===== config.mk =====
export PLATFORM = sky130hd
export DESIGN_NAME = split64_reg_bridge
export DESIGN_NICKNAME = d
export VERILOG_FILES = /design/src/rtl/split64_reg_bridge.sv
export SDC_FILE = /design/constraint.sdc
export NUM_CORES = 1
export LEC_CHECK = 0
export BUFFER_PORTS_ARGS = -buffer_cell sky130_fd_sc_hd__buf_2
export CAP_MARGIN = 25
export CORE_UTILIZATION = 43
export DETAILED_ROUTE_END_ITERATION = 12
export MAX_ROUTING_LAYER = met4
export PLACE_DENSITY = 0.7
export SYNTH_ARGS = -nofsm -noshare
export SYNTH_HDL_FRONTEND = slang
export SYNTH_SLANG_ARGS = --single-unit

===== constraint.sdc =====
create_clock -name clk -period 6.76 [get_ports clk]
set_clock_uncertainty 0.05 [all_clocks]
set_input_delay 1.014 -clock clk [delete_from_list [all_inputs] [get_ports clk]]
set_output_delay 1.014 -clock clk [all_outputs]
set_load 0.005 [all_outputs]

===== src/rtl/split64_reg_bridge.sv =====
module split64_reg_bridge #(
  parameter int ADDR_W = 8,
  parameter int BYTE_W = 16
) (
  input  logic              clk,
  input  logic              rst_n,
  input  logic              bus_wr,
  input  logic              bus_rd,
  input  logic [ADDR_W-1:0] bus_addr,
  input  logic [31:0]       bus_wdata,
  output logic [31:0]       bus_rdata,
  input  logic              ev_deq,
  input  logic              ev_enc_req,
  input  logic              ev_dec_req,
  input  logic              enc_bytes_vld,
  input  logic [BYTE_W-1:0] enc_bytes,
  input  logic              prot_bytes_vld,
  input  logic [BYTE_W-1:0] prot_bytes,
  input  logic              dec_bytes_vld,
  input  logic [BYTE_W-1:0] dec_bytes,
  input  logic              val_bytes_vld,
  input  logic [BYTE_W-1:0] val_bytes,
  output logic              sw_rst_o
);
  localparam int NUM_CNT = 7;
  localparam int IDX_W   = ADDR_W - 3;

  logic [IDX_W-1:0] idx;
  logic             upper;
  assign idx   = bus_addr[ADDR_W-1:3];
  assign upper = ~bus_addr[2];

  logic [63:0]      ctrl_q;
  logic [31:0]      stage_q, shadow_q;
  logic             shadow_vld;
  logic [IDX_W-1:0] shadow_idx;
  logic [63:0]      cnt_q [NUM_CNT];
  logic [63:0]      inc   [NUM_CNT];
  logic [63:0]      live;

  wire wr_ctrl_hi = bus_wr && (idx == '0) && upper;
  wire wr_ctrl_lo = bus_wr && (idx == '0) && !upper;

  assign inc[0] = 64'(ev_deq);
  assign inc[1] = 64'(ev_enc_req);
  assign inc[2] = 64'(ev_dec_req);
  assign inc[3] = enc_bytes_vld  ? 64'(enc_bytes)  : '0;
  assign inc[4] = prot_bytes_vld ? 64'(prot_bytes) : '0;
  assign inc[5] = dec_bytes_vld  ? 64'(dec_bytes)  : '0;
  assign inc[6] = val_bytes_vld  ? 64'(val_bytes)  : '0;

  always_comb begin
    live = (idx == '0) ? ctrl_q : '0;
    for (int i = 0; i < NUM_CNT; i++)
      if (idx == IDX_W'(i + 1)) live = cnt_q[i];
  end

  always_ff @(posedge clk or negedge rst_n) begin
    if (!rst_n) begin
      ctrl_q   <= '0;
      stage_q  <= '0;
      sw_rst_o <= 1'b0;
    end else begin
      sw_rst_o <= wr_ctrl_lo && bus_wdata[31];
      if (sw_rst_o)        stage_q <= '0;
      else if (wr_ctrl_hi) stage_q <= bus_wdata;
      if (wr_ctrl_lo)      ctrl_q  <= {stage_q, bus_wdata & 32'h7FFF_FFFF};
    end
  end

  for (genvar g = 0; g < NUM_CNT; g++) begin : g_cnt
    always_ff @(posedge clk or negedge rst_n) begin
      if (!rst_n)        cnt_q[g] <= '0;
      else if (sw_rst_o) cnt_q[g] <= '0;
      else               cnt_q[g] <= cnt_q[g] + inc[g];
    end
  end

  always_ff @(posedge clk or negedge rst_n) begin
    if (!rst_n) begin
      bus_rdata  <= '0;
      shadow_q   <= '0;
      shadow_vld <= 1'b0;
      shadow_idx <= '0;
    end else begin
      if (bus_rd) begin
        if (upper) begin
          bus_rdata  <= live[63:32];
          shadow_q   <= live[31:0];
          shadow_vld <= 1'b1;
          shadow_idx <= idx;
        end else begin
          bus_rdata  <= (shadow_vld && shadow_idx == idx) ? shadow_q : live[31:0];
          shadow_vld <= 1'b0;
        end
      end
      if (sw_rst_o) shadow_vld <= 1'b0;
    end
  end
endmodule



==> results.md <==
* Status: finished clean
* Post-synth EDFFs at 0
* Initial core utilization at 0.437
* Largest cells by area after synthesis: dfrtp_1, mux4_2, mux2_2
* Top cell type's share of synthesized area at 0.434
* Final nets at 3906
* Final Non-Filler Cells at 4829
* Worst skew pair latency at 620 ps
* CTS Hold Buffers Added at 0
* Post-CTS setup repair buffer count at 0
* CP max-delay cell: o2111ai_1
* H-tree Lvls at 3
* Area after DPL at 37200 µm²
* Commonest non-fill, non-tap cell in the layout: dfrtp_1
* DR WL/cell at 22.3 µm
* HP Class: input port to async pin
* Iteration-0 DRC Markers at 3372
* Vias in the first global route at 27.8k
* Multi-input gate area at ~19000 µm²
* DP Cell Count at 4703
* Antenna-violating nets left at 0
* Die area at between 80000 and 90000 µm²
* CP top delay family: simple AND/OR/NAND/NOR gates
* Routability Congestion at 0.975
* Layout area overhead at 11.6%
* Total Routed Length at approximately 110000 µm
* CP max FO at 16
* Synthesized area per cell at just under 10 µm²
* Final number of hold-violating endpoints at 0
* Critical Path AT at 4690 ps
* Pleak at between 15 and 20 nW
* Slew headroom at 0.283
* Pwr Total at ~0.011 W
* Die Ht at 289 µm
* CP cell instances: buf_2, and2_1, ha_1, inv_1, fa_1, nand2b_1, a21o_1, o211a_1, nor4_2, o2111ai_1, or4_1, a21oi_1
* Main synth FF type: dfrtp_1
* Mapped Area at 35400 µm²
* Synth area leader: dfrtp_1
* CTS tree: yes
* Vias at about 30k
* Max Root-Sink Buffers at 3
* Detailed Place HPWL at 77400 µm
* Buffers on Ports at 145
* GRT overflow at 0
* Fillers at 7434
* Post-Syn Nets at 3843
* Ys Warns at 0
* Actual slew at the worst max-slew pin at 1080 ps
* Core area at 80900 µm²
* Cts bufs inserted at 70
* Final instance area at 39500 µm²
* DRC viols at 0
* Worst vdd ir at a little under 0.0002 V
* Synth async-reset ratio at 1.00
* Clk sink count at between 600 and 700
* Critical Path Max Stage Delay at between 600 and 700 ps
* RSZ-0062 raised after global routing: no
* Minimum clock period at 4210 ps
* Layout cells sized above 1 at 0.148
* Initial antenna violation count at 2
* Commonest cells after routing, fill and taps aside: dfrtp_1, nor2_1, a21oi_1
* Row count at 104
* Max Slew Vio Count at 0
* Pin count of the biggest net entering global routing at around 170
* Root buf cell: clkbuf_16
* CTS resizes at 0
* Setup crit start kind: input port
* WP buf/inv at 2
* Max-cap viol count at 0
* Seq cells post-synth at 614
* Mapped Cells at about 3.7k
* IO Count at 148
* Seq. cell area at 15400 µm²
* Vias/cell at 6.14
* DR pass1 iterations at 6
* Seq/Total Area, Yosys at 0.434
* CP Capture Type: register
* First-pass GRT wire length at ~170000 µm
* Achievable frequency at 237 MHz
* Period utilization at 0.623
* Final Setup Violations at 0
* Cell area power density at 273 nW/µm²
* Gr usage total at 0.267
* CP required at 7240 ps
* Kind of critical path: input port to register
* Distinct cells, synth at 84
* Final setup TNS at 0 ps
* Die X at 289 µm
* CTS clock-pin slew for the worst setup and hold paths at 60 ps
## cell type report
type | instances | share of cell area
multi-input cells | 2756 | 0.481
flip-flops and latches | 614 | 0.389
clock buffers | 109 | 0.0534
well taps | 1060 | 0.0336
repair buffers | 187 | 0.0295
inverters | 88 | 0.00836
clock inverters | 12 | 0.00485
diodes | 3 | 0.000190
## metal layers
layer	vias up	track usage	wire length (µm)
met5	-	-	0
met4	0	0.113	4930
met3	233	0.0366	8290
met2	1202	0.401	48700
met1	14800	0.363	45900
li1	13400	-	-
## report_power, final
part | switching [W] | internal [W] | leakage [nW] | total (W)
clock network | 0.00156 | 0.00233 | 1.13 | 0.00388
registers | 0.000442 | 0.00411 | 8.21 | 0.00455
logic | 0.00137 | 0.000985 | 7.89 | 0.00236
## cells by family after synthesis
kind of cell | count (synthesis) | synth area share
AND/OR/NAND/NOR | 1380 | 0.200
AO/OA/AOI/OAI | 811 | 0.144
flip-flops | 614 | 0.434
buffers and inverters | 284 | 0.0309
multiplexers | 255 | 0.106
XOR/XNOR | 236 | 0.0584
adder cells (fa/ha/maj) | 74 | 0.0270
## final timing paths
| kind | startpoint | to | slack, ps | depth (start not counted) |
|---|---|---|---|---|
| max | enc_bytes_vld | cnt_q[244] | 2550 | 12 |
| min in group clk | bus_rdata[14] | bus_rdata[14] | 430 | 1 |
| min reg2reg | bus_rdata[14] | bus_rdata[14] | 430 | 1 |
| max reg2reg | cnt_q[192] | cnt_q[244] | 2930 | 10 |
| max in group asynchronous | rst_n | cnt_q[131] | 4880 | 2 |
| min | rst_n | ctrl_q[63] | 390 | 1 |
## synthesized netlist by cell type, types with 77 or more instances
library cell and number:
xor2_1 137, nand3_1 140, mux2_2 142, nand2_1 238
inv_1 86, dfrtp_1 614, nor2_1 384, o21ai_0 213
clkbuf_1 155, a21oi_1 260, or3_1 133, xnor2_1 99
mux4_2 81, nor2b_1 77
## worst register-to-register path, stage by stage (launching register included)
cell       delay [ps]
dfrtp_1           350
ha_1              190
inv_1              70
fa_1              410
nand2b_1          200
a21o_1            190
o211a_1           290
nor4_2            610
o2111ai_1         630
or4_1             610
a21oi_1           150
## stage by stage
| stage | hold WS, ps | worst slack (ps) | utilization |
|---|---|---|---|
| 4_1_cts | 414 | 2690 | 0.487 |
| 5_1_grt | 449 | 2440 | 0.488 |
| 6_report | 393 | 2550 | 0.488 |
| 2_1_floorplan | 395 | 3000 | - |
| 3_3_place_gp | 410 | 2110 | 0.459 |
| 3_5_place_dp | 416 | 2080 | 0.459 |
## flip-flops by register name (all words and copies together), names as in the netlist
register    cells
shadow_vld      1
ctrl_q         63
shadow_idx      5
cnt_q         448
stage_q        32
sw_rst_o        1
shadow_q       32
bus_rdata      32
No activity file was read; power rests on OpenSTA's default activity.
